===== src/rtl/pwm_shadow_pkg.sv =====
package pwm_shadow_pkg;

  localparam int unsigned ADDR_W   = 4;
  localparam int unsigned DATA_W   = 32;
  localparam int unsigned MCFG_RST = 8;

  typedef enum logic [ADDR_W-1:0] {
    REG_ARM      = 4'd7,
    REG_CTRL     = 4'd8,
    REG_PRESCALE = 4'd9,
    REG_MCFG     = 4'd10,
    REG_COUNT    = 4'd11
  } reg_addr_e;

  typedef struct packed {
    logic staged;
    logic hold;
    logic run;
  } ctrl_t;

  // Level an output takes when a new period begins with live value v.
  function automatic logic start_level(input logic [DATA_W-1:0] v);
    return v != '0;
  endfunction

  // True when an address selects one of n match slots.
  function automatic logic is_match_slot(input logic [ADDR_W-1:0] a,
                                         input int unsigned n);
    return 32'(a) < n;
  endfunction

endpackage


===== src/rtl/pwm_regs.sv =====
module pwm_regs
  import pwm_shadow_pkg::*;
#(
  parameter int unsigned NUM_MATCH = 7,
  parameter int unsigned CNT_W     = 32
) (
  input  logic                       clk,
  input  logic                       rst_n,
  input  logic                       wr_en,
  input  logic                       rd_en,
  input  logic [ADDR_W-1:0]          addr,
  input  logic [DATA_W-1:0]          wdata,
  output logic [DATA_W-1:0]          rdata,
  input  logic [CNT_W-1:0]           count,
  input  logic                       arm_clr,
  output logic [NUM_MATCH*CNT_W-1:0] match_flat,
  output logic [NUM_MATCH-1:0]       arm_mask,
  output ctrl_t                      ctrl,
  output logic [CNT_W-1:0]           prescale,
  output logic [NUM_MATCH-1:0]       cfg_irq,
  output logic [NUM_MATCH-1:0]       cfg_rst
);

  logic [CNT_W-1:0]     match_q [NUM_MATCH];
  logic [NUM_MATCH-1:0] arm_set;
  logic [DATA_W-1:0]    rd_val;

  // Software set is applied after the hardware clear, so it wins.
  function automatic logic [NUM_MATCH-1:0] next_arm(
    input logic [NUM_MATCH-1:0] cur,
    input logic                 clr,
    input logic [NUM_MATCH-1:0] set
  );
    return (clr ? '0 : cur) | set;
  endfunction

  generate
    for (genvar i = 0; i < NUM_MATCH; i++) begin : g_match
      always_ff @(posedge clk or negedge rst_n) begin
        if (!rst_n) begin
          match_q[i] <= '0;
        end else if (wr_en && addr == ADDR_W'(i)) begin
          match_q[i] <= wdata[CNT_W-1:0];
        end
      end
      assign match_flat[i*CNT_W +: CNT_W] = match_q[i];
    end
  endgenerate

  assign arm_set = (wr_en && addr == REG_ARM) ? wdata[NUM_MATCH-1:0] : '0;

  always_ff @(posedge clk or negedge rst_n) begin
    if (!rst_n) begin
      arm_mask <= '0;
    end else begin
      arm_mask <= next_arm(arm_mask, arm_clr, arm_set);
    end
  end

  always_ff @(posedge clk or negedge rst_n) begin
    if (!rst_n) begin
      ctrl     <= '0;
      prescale <= '0;
      cfg_irq  <= '0;
      cfg_rst  <= '0;
    end else if (wr_en) begin
      case (addr)
        REG_CTRL:     ctrl     <= ctrl_t'(wdata[2:0]);
        REG_PRESCALE: prescale <= wdata[CNT_W-1:0];
        REG_MCFG: begin
          cfg_irq <= wdata[NUM_MATCH-1:0];
          cfg_rst <= wdata[MCFG_RST +: NUM_MATCH];
        end
        default: ;
      endcase
    end
  end

  always_comb begin
    rd_val = '0;
    if (is_match_slot(addr, NUM_MATCH)) begin
      for (int i = 0; i < NUM_MATCH; i++) begin
        if (addr == ADDR_W'(i)) rd_val = DATA_W'(match_q[i]);
      end
    end else begin
      case (addr)
        REG_ARM:      rd_val[NUM_MATCH-1:0] = arm_mask;
        REG_CTRL:     rd_val[2:0] = ctrl;
        REG_PRESCALE: rd_val = DATA_W'(prescale);
        REG_MCFG: begin
          rd_val[NUM_MATCH-1:0]           = cfg_irq;
          rd_val[MCFG_RST +: NUM_MATCH]   = cfg_rst;
        end
        REG_COUNT:    rd_val = DATA_W'(count);
        default:      rd_val = '0;
      endcase
    end
  end

  always_ff @(posedge clk or negedge rst_n) begin
    if (!rst_n) begin
      rdata <= '0;
    end else if (rd_en) begin
      rdata <= rd_val;
    end
  end

endmodule


===== src/rtl/pwm_timebase.sv =====
module pwm_timebase
  import pwm_shadow_pkg::*;
#(
  parameter int unsigned NUM_MATCH = 7,
  parameter int unsigned CNT_W     = 32
) (
  input  logic                       clk,
  input  logic                       rst_n,
  input  ctrl_t                      ctrl,
  input  logic [CNT_W-1:0]           prescale,
  input  logic [NUM_MATCH-1:0]       cfg_irq,
  input  logic [NUM_MATCH-1:0]       cfg_rst,
  input  logic [NUM_MATCH-1:0]       arm_mask,
  input  logic [NUM_MATCH*CNT_W-1:0] shadow_flat,
  output logic [CNT_W-1:0]           count,
  output logic                       cnt_step,
  output logic [NUM_MATCH-1:0]       hit,
  output logic                       cyc_start,
  output logic                       load_evt,
  output logic [NUM_MATCH-1:0]       load_mask,
  output logic                       arm_clr,
  output logic                       irq_hit,
  output logic                       irq_o
);

  logic [CNT_W-1:0] pre_q;
  logic             pre_wrap;

  assign pre_wrap = pre_q >= prescale;
  assign cnt_step = ctrl.run && !ctrl.hold && pre_wrap;

  generate
    for (genvar i = 0; i < NUM_MATCH; i++) begin : g_cmp
      assign hit[i] = cnt_step && (count == shadow_flat[i*CNT_W +: CNT_W]);
    end
  endgenerate

  assign cyc_start = |(hit & cfg_rst);
  assign load_evt  = ctrl.staged ? (hit[0] && cfg_rst[0]) : cyc_start;
  assign load_mask = ctrl.staged ? arm_mask : '1;
  assign arm_clr   = load_evt && ctrl.staged;
  assign irq_hit   = |(hit & cfg_irq);

  always_ff @(posedge clk or negedge rst_n) begin
    if (!rst_n) begin
      pre_q <= '0;
    end else if (ctrl.hold) begin
      pre_q <= '0;
    end else if (ctrl.run) begin
      pre_q <= pre_wrap ? '0 : pre_q + 1'b1;
    end
  end

  always_ff @(posedge clk or negedge rst_n) begin
    if (!rst_n) begin
      count <= '0;
    end else if (ctrl.hold) begin
      count <= '0;
    end else if (cnt_step) begin
      count <= cyc_start ? '0 : count + 1'b1;
    end
  end

  always_ff @(posedge clk or negedge rst_n) begin
    if (!rst_n) irq_o <= 1'b0;
    else        irq_o <= irq_hit;
  end

endmodule


===== src/rtl/pwm_shadow_bank.sv =====
module pwm_shadow_bank #(
  parameter int unsigned NUM_MATCH = 7,
  parameter int unsigned CNT_W     = 32
) (
  input  logic                           clk,
  input  logic                           rst_n,
  input  logic                           load_evt,
  input  logic [NUM_MATCH-1:0]           load_mask,
  input  logic [NUM_MATCH*CNT_W-1:0]     match_flat,
  output logic [NUM_MATCH*CNT_W-1:0]     shadow_flat,
  output logic [(NUM_MATCH-1)*CNT_W-1:0] chan_nxt_flat
);

  logic [NUM_MATCH*CNT_W-1:0] nxt_flat;

  generate
    for (genvar i = 0; i < NUM_MATCH; i++) begin : g_slot
      assign nxt_flat[i*CNT_W +: CNT_W] = (load_evt && load_mask[i])
                                          ? match_flat[i*CNT_W +: CNT_W]
                                          : shadow_flat[i*CNT_W +: CNT_W];
      always_ff @(posedge clk or negedge rst_n) begin
        if (!rst_n) shadow_flat[i*CNT_W +: CNT_W] <= '0;
        else        shadow_flat[i*CNT_W +: CNT_W] <= nxt_flat[i*CNT_W +: CNT_W];
      end
    end
  endgenerate

  assign chan_nxt_flat = nxt_flat[NUM_MATCH*CNT_W-1:CNT_W];

endmodule


===== src/rtl/pwm_chan.sv =====
module pwm_chan
  import pwm_shadow_pkg::*;
#(
  parameter int unsigned CNT_W = 32
) (
  input  logic             clk,
  input  logic             rst_n,
  input  logic             hold,
  input  logic             cyc_start,
  input  logic             hit,
  input  logic [CNT_W-1:0] start_val,
  output logic             out
);

  always_ff @(posedge clk or negedge rst_n) begin
    if (!rst_n) begin
      out <= 1'b0;
    end else if (hold) begin
      out <= 1'b0;
    end else if (cyc_start) begin
      out <= start_level(DATA_W'(start_val));
    end else if (hit) begin
      out <= 1'b0;
    end
  end

endmodule


===== src/rtl/pwm_shadow_timer.sv =====
module pwm_shadow_timer
  import pwm_shadow_pkg::*;
#(
  parameter int unsigned NUM_CH = 6,
  parameter int unsigned CNT_W  = 32
) (
  input  logic              clk,
  input  logic              rst_n,
  input  logic              wr_en,
  input  logic              rd_en,
  input  logic [3:0]        addr,
  input  logic [31:0]       wdata,
  output logic [31:0]       rdata,
  output logic [NUM_CH-1:0] pwm_o,
  output logic              irq_o
);

  localparam int unsigned NUM_MATCH = NUM_CH + 1;

  logic [NUM_MATCH*CNT_W-1:0] match_flat;
  logic [NUM_MATCH*CNT_W-1:0] shadow_flat;
  logic [NUM_CH*CNT_W-1:0]    chan_nxt_flat;
  logic [NUM_MATCH-1:0]       arm_mask;
  logic [NUM_MATCH-1:0]       cfg_irq;
  logic [NUM_MATCH-1:0]       cfg_rst;
  logic [NUM_MATCH-1:0]       hit;
  logic [NUM_MATCH-1:0]       load_mask;
  logic [CNT_W-1:0]           prescale;
  logic [CNT_W-1:0]           count;
  ctrl_t                      ctrl;
  logic                       cnt_step;
  logic                       cyc_start;
  logic                       load_evt;
  logic                       arm_clr;
  logic                       irq_hit;

  pwm_regs #(.NUM_MATCH(NUM_MATCH), .CNT_W(CNT_W)) u_regs (
    .clk        (clk),
    .rst_n      (rst_n),
    .wr_en      (wr_en),
    .rd_en      (rd_en),
    .addr       (addr),
    .wdata      (wdata),
    .rdata      (rdata),
    .count      (count),
    .arm_clr    (arm_clr),
    .match_flat (match_flat),
    .arm_mask   (arm_mask),
    .ctrl       (ctrl),
    .prescale   (prescale),
    .cfg_irq    (cfg_irq),
    .cfg_rst    (cfg_rst)
  );

  pwm_timebase #(.NUM_MATCH(NUM_MATCH), .CNT_W(CNT_W)) u_time (
    .clk         (clk),
    .rst_n       (rst_n),
    .ctrl        (ctrl),
    .prescale    (prescale),
    .cfg_irq     (cfg_irq),
    .cfg_rst     (cfg_rst),
    .arm_mask    (arm_mask),
    .shadow_flat (shadow_flat),
    .count       (count),
    .cnt_step    (cnt_step),
    .hit         (hit),
    .cyc_start   (cyc_start),
    .load_evt    (load_evt),
    .load_mask   (load_mask),
    .arm_clr     (arm_clr),
    .irq_hit     (irq_hit),
    .irq_o       (irq_o)
  );

  pwm_shadow_bank #(.NUM_MATCH(NUM_MATCH), .CNT_W(CNT_W)) u_shadow (
    .clk           (clk),
    .rst_n         (rst_n),
    .load_evt      (load_evt),
    .load_mask     (load_mask),
    .match_flat    (match_flat),
    .shadow_flat   (shadow_flat),
    .chan_nxt_flat (chan_nxt_flat)
  );

  generate
    for (genvar c = 0; c < NUM_CH; c++) begin : g_ch
      pwm_chan #(.CNT_W(CNT_W)) u_ch (
        .clk       (clk),
        .rst_n     (rst_n),
        .hold      (ctrl.hold),
        .cyc_start (cyc_start),
        .hit       (hit[c+1]),
        .start_val (chan_nxt_flat[c*CNT_W +: CNT_W]),
        .out       (pwm_o[c])
      );
    end
  endgenerate

endmodule


===== config.mk =====
export PLATFORM = sky130hd
export DESIGN_NAME = pwm_shadow_timer
export DESIGN_NICKNAME = d
export VERILOG_FILES = /design/src/rtl/pwm_shadow_pkg.sv /design/src/rtl/pwm_regs.sv /design/src/rtl/pwm_timebase.sv /design/src/rtl/pwm_shadow_bank.sv /design/src/rtl/pwm_chan.sv /design/src/rtl/pwm_shadow_timer.sv
export SDC_FILE = /design/constraint.sdc
export NUM_CORES = 1
export LEC_CHECK = 0
export ABC_CLOCK_PERIOD_IN_PS = 4800
export BUFFER_PORTS_ARGS = -buffer_cell sky130_fd_sc_hd__buf_2
export CAP_MARGIN = 20
export CORE_ASPECT_RATIO = 0.6
export CORE_MARGIN = 4
export CORE_UTILIZATION = 54
export CTS_CLUSTER_SIZE = 10
export DETAILED_ROUTE_END_ITERATION = 10
export PLACE_DENSITY = 0.81
export RECOVER_POWER = 50
export REMOVE_ABC_BUFFERS = 1
export SKIP_LAST_GASP = 1
export SLEW_MARGIN = 20
export SYNTH_ARGS = -nofsm -noshare
export SYNTH_HDL_FRONTEND = slang
export SYNTH_HIERARCHICAL = 1
export SYNTH_SLANG_ARGS = --single-unit

===== constraint.sdc =====
create_clock -name clk -period 4.8 [get_ports clk]
set_input_delay 0.72 -clock clk [delete_from_list [all_inputs] [get_ports clk]]
set_output_delay 0.72 -clock clk [all_outputs]
set_load 0.1 [all_outputs]

==> tab_implementation.tex <==
\begin{tabular}{lr}
\hline
Metric & Value \\
\hline
\multicolumn{2}{l}{\textbf{Run status}} \\
\quad Status & complete, but fails checks \\
\quad Violations in the final reports & max-capacitance violations, max-slew violations, negative setup slack \\
\multicolumn{2}{l}{\textbf{Synth}} \\
\quad Post-synth top flop & dfrtp\_1 \\
\quad Fraction of the mapped netlist area in compound gates & 0.0788 \\
\quad Arithmetic-cell share of the synthesized area counting full adders, half adders and majority gates & 0.0137 \\
\quad Library cells used by synthesis & 74 \\
\quad Post-synthesis sequential element count & 607 \\
\quad Cell accounting for the most synthesized area & dfrtp\_1 \\
\quad Share of the synthesized area in the top cell type & 0.489 \\
\quad Number of warnings reported in the yosys synthesis log & 6 \\
\quad XOR/XNOR Fraction of Synth Area & 0.0658 \\
\quad Multiplexer share of the synthesized area & 0.216 \\
\quad Main combinational cell family by area after synthesis & multiplexers \\
\quad Top post-synthesis cells by area & dfrtp\_1, mux2\_2, xnor2\_1 \\
\quad Post-Syn Instances & 2558 \\
\quad Post-synth EDFFs & 0 \\
\quad Sequential share of the synthesized area & 0.489 \\
\quad Post-synth ARST share & 1.00 \\
\quad Simple-Gate Fraction of Synth Area & 0.0965 \\
\quad Per-instance average area after synthesis & 12.1 sq um \\
\quad Netlist area before placement & 31100 sq um \\
\multicolumn{2}{l}{\textbf{Worst setup path}} \\
\quad Maximum fanout along the worst path & 21 \\
\quad Data arrival time of the critical path & 5.30 ns \\
\quad Type of element launching the critical path & flop \\
\quad Worst setup path category & flop to flop \\
\quad Setup crit end kind & flop \\
\quad Minimum setup slack among reg-to-reg paths & -0.02 ns \\
\quad Worst path required time & 5.28 ns \\
\multicolumn{2}{l}{\textbf{Die}} \\
\quad Die W & 318 um \\
\quad DIE HEIGHT & 194 um \\
\quad Die area & 61500 sq um \\
\quad Core Rows & 67 \\
\quad Core region area & 56300 sq um \\
\quad Ports placed on the boundary & 79 \\
\quad Initial core utilization & 0.551 \\
\multicolumn{2}{l}{\textbf{Clock network}} \\
\quad Htree depth & 3 \\
\quad Clock tree from TritonCTS & yes \\
\quad CTS clock-pin slew for the worst setup and hold paths & 0.06 ns \\
\quad Number of buffers inserted by hold repair at cts & 0 \\
\quad Root Buffer & clkbuf\_16 \\
\quad Clock insertion delay at the later pin of the skew report & 0.63 ns \\
\quad Setup fix buffers added after clock tree synthesis & 0 \\
\quad TritonCTS buffer count & 71 \\
\quad Clock Tree Buf Depth & 3 \\
\quad Clock Sink Count & 607 \\
\multicolumn{2}{l}{\textbf{Min path}} \\
\quad Worst hold-check path type & primary input to flop \\
\multicolumn{2}{l}{\textbf{Power and ir drop}} \\
\quad Lkg Pwr & 15.9 nW \\
\quad Total power after layout & 0.0135 W \\
\quad Sw Pwr & 0.00406 W \\
\quad Gate power share & 0.153 \\
\quad Total power per unit cell area & 390 nW/um\^{}2 \\
\quad Net Sw Frac & 0.301 \\
\quad Share of power burned in registers & 0.479 \\
\quad Clock share of power & 0.368 \\
\quad Peak supply drop & 0.271 mV \\
\quad Internal power & 0.00941 W \\
\multicolumn{2}{l}{\textbf{Global route}} \\
\quad Total gr overflow & 0 \\
\quad Antenna violations before repair & 7 \\
\quad Overall Global Routing Usage & 0.369 \\
\quad Vias in the first global route & 22804 \\
\quad First-pass GRT wire length & 166 mm \\
\quad Pin count of the biggest net entering global routing & 112 \\
\multicolumn{2}{l}{\textbf{Route}} \\
\quad Via count & 23631 \\
\quad Final routed wire length divided by cell count & 33.6 um \\
\quad Via/cell ratio & 6.85 \\
\quad Remaining design rule violation count & 0 \\
\quad Drt initial violations & 3254 \\
\quad First-pass detailed-route iteration total & 6 \\
\quad Final wirelength & 116 mm \\
\quad Antenna viol nets, final & 0 \\
\multicolumn{2}{l}{\textbf{Timing}} \\
\quad Setup violations, final & 1 \\
\quad FMAX & 0.208 GHz \\
\quad Period minus WS final & 4.82 ns \\
\quad Final Worst Setup Slack & -0.0172 ns \\
\quad RSZ-0062 raised after global routing & no \\
\quad Max-slew violation total from the final report & 309 \\
\quad Final worst path period share & 1.00 \\
\quad Clk\_skew & 0.0250 ns \\
\quad Max-slew headroom at the worst pin & -0.942 \\
\quad Hold violation total from the final report & 0 \\
\quad Hold Slack & 0.482 ns \\
\quad Transition time at the pin with the least slew margin & 2.91 ns \\
\multicolumn{2}{l}{\textbf{Run}} \\
\quad Max cap viols & 5 \\
\multicolumn{2}{l}{\textbf{Place}} \\
\quad HPWL after detailed placement & 84.9 mm \\
\quad Placer's final routability congestion estimate & 1.07 \\
\quad Buffers added on ports & 78 \\
\multicolumn{2}{l}{\textbf{Layout}} \\
\quad Fraction of layout cells with a size suffix above 1 & 0.331 \\
\quad Area added between synthesis and finish & 11.4\% \\
\quad Final core utilization & 0.614 \\
\quad Final \#Nets & 2755 \\
\quad Ant diodes & 0 \\
\hline
\end{tabular}
==> power groups by stage <==
stage	Combinational (W)	Sequential, W	Clock (W)
2_1_floorplan	0.00110	0.00632	0
3_3_place_gp	0.00194	0.00647	0
3_5_place_dp	0.00201	0.00649	0
4_1_cts	0.00203	0.00641	0.00500
5_1_grt	0.00219	0.00649	0.00521
6_report	0.00206	0.00646	0.00496
==> Yosys cell counts (all sizes together) (15+ instances only) <==
library cell  number
a31oi             19
xnor2            195
inv               56
o21ai             91
mux2             527
nor4              62
nand2             91
ha                34
a22oi             33
nand3b            21
a21oi             51
xor2              35
buf              119
o221ai            21
nand3             30
nor3              58
a221oi            22
a221o             17
mux2i             53
nand2b            23
a21o              32
o22a              18
dfrtp            607
and4              18
nand4             60
nor2              72
clkbuf            46
and3              15
==> metrics by stage <==
stage	TNS (ns)	instance area (sq um)	worst slack [ns]	instances
2_1_floorplan	0	30000	0.416	2393
3_3_place_gp	-0.366	32600	-0.295	3366
3_5_place_dp	-0.261	32700	-0.261	3367
4_1_cts	0	34600	0.105	3452
5_1_grt	0	34600	0.0000684	3452
6_report	-0.0172	34600	-0.0172	3452
==> path summary, 6_finish.rpt <==
path,depth (start not counted),start,endpoint
setup / recovery,15,u_time/count[27]$_DFFE_PN0P_,g_ch[4].u_ch/out$_DFFE_PN0P_
min in group asynchronous,1,rst_n,u_shadow/shadow_flat[3]$_DFFE_PN0P_
hold / removal,2,wdata[23],u_regs/match_flat[151]$_DFFE_PN0P_
setup reg to reg,15,u_time/count[27]$_DFFE_PN0P_,g_ch[4].u_ch/out$_DFFE_PN0P_
hold reg to reg,1,u_regs/rdata[29]$_DFFE_PN0P_,u_regs/rdata[29]$_DFFE_PN0P_
max in group asynchronous,2,rst_n,u_regs/match_flat[87]$_DFFE_PN0P_
==> layout make-up <==
class | count | area, sq um
clock inverter | 5 | 86.3
tap | 759 | 950
inverter | 57 | 214
multi-input combinational | 1729 | 14700
timing repair buffer | 215 | 1540
sequential | 607 | 15200
clock buffer | 80 | 1900
fill | 4499 | 21700
==> metal layers <==
metal,global-route usage,part of all wire,up-vias
met5,0,0.0016,-
met4,0.0987,0.029,8
met3,0.149,0.15,208
met2,0.478,0.39,1630
met1,0.565,0.44,12210
li1,-,-,9575
==> cell families after synthesis <==
logic type / after synthesis
AO/OA/AOI/OAI: 354
AND/OR/NAND/NOR: 520
adder cells (fa/ha/maj): 34
XOR/XNOR: 230
multiplexers: 591
buffers and inverters: 222
flip-flops: 607
==> repair_timing <==
item,CTS,global route
setup endpoints to repair,2,5
pin swaps,0,0
resized for setup,2,13
==> sequential cells by signal, summed over array words and instances, names as in the netlist <==
register	flops
u_shadow/shadow_flat	224
u_regs/arm_mask	7
u_regs/prescale	32
u_time/irq_o	1
u_regs/rdata	32
u_time/pre_q	32
u_regs/ctrl	3
u_regs/cfg_irq	7
g_ch.u_ch/out	6
u_time/count	32
u_regs/cfg_rst	7
u_regs/match_flat	224
==> placed cells by master (no fill, tap or decap), types with 10 or more instances in the layout <==
cell       instances
nand4_1           60
buf_4            122
a31oi_1           19
a21o_1            32
o21ai_1           12
nor2b_1           12
a221o_1           17
o22a_1            18
a211oi_1          12
nand2_1           86
o21ai_0           79
or3_1             14
nor4_1            53
clkbuf_16         75
buf_12            10
o221ai_1          21
a22oi_1           33
a221oi_1          22
mux2_2           523
ha_1              34
nor2_1            64
mux4_2            11
nand3b_1          21
mux2i_1           53
a22o_1            11
and3_1            15
a21oi_1           51
dfrtp_1          599
xnor2_2           10
xor2_1            35
nand2b_1          23
inv_1             53
nand3_1           26
and4_1            18
nor3_1            53
buf_2             74
xnor2_1          185
==> worst max-delay path, stage by stage (launching register included) <==
cell and delay, ns:
dfrtp_2 0.52, xnor2_1 0.51, nand4_1 0.24, nor4_2 0.56
nand4_1 0.28, nor4b_1 0.24, mux2_2 0.26, nor2_1 0.12
buf_4 0.17, nand2_1 0.11, buf_12 0.19, buf_4 0.19
mux2_2 0.28, nor4_1 0.56, and4_1 0.34, a31oi_1 0.09
(Power assumes the default switching activity.)
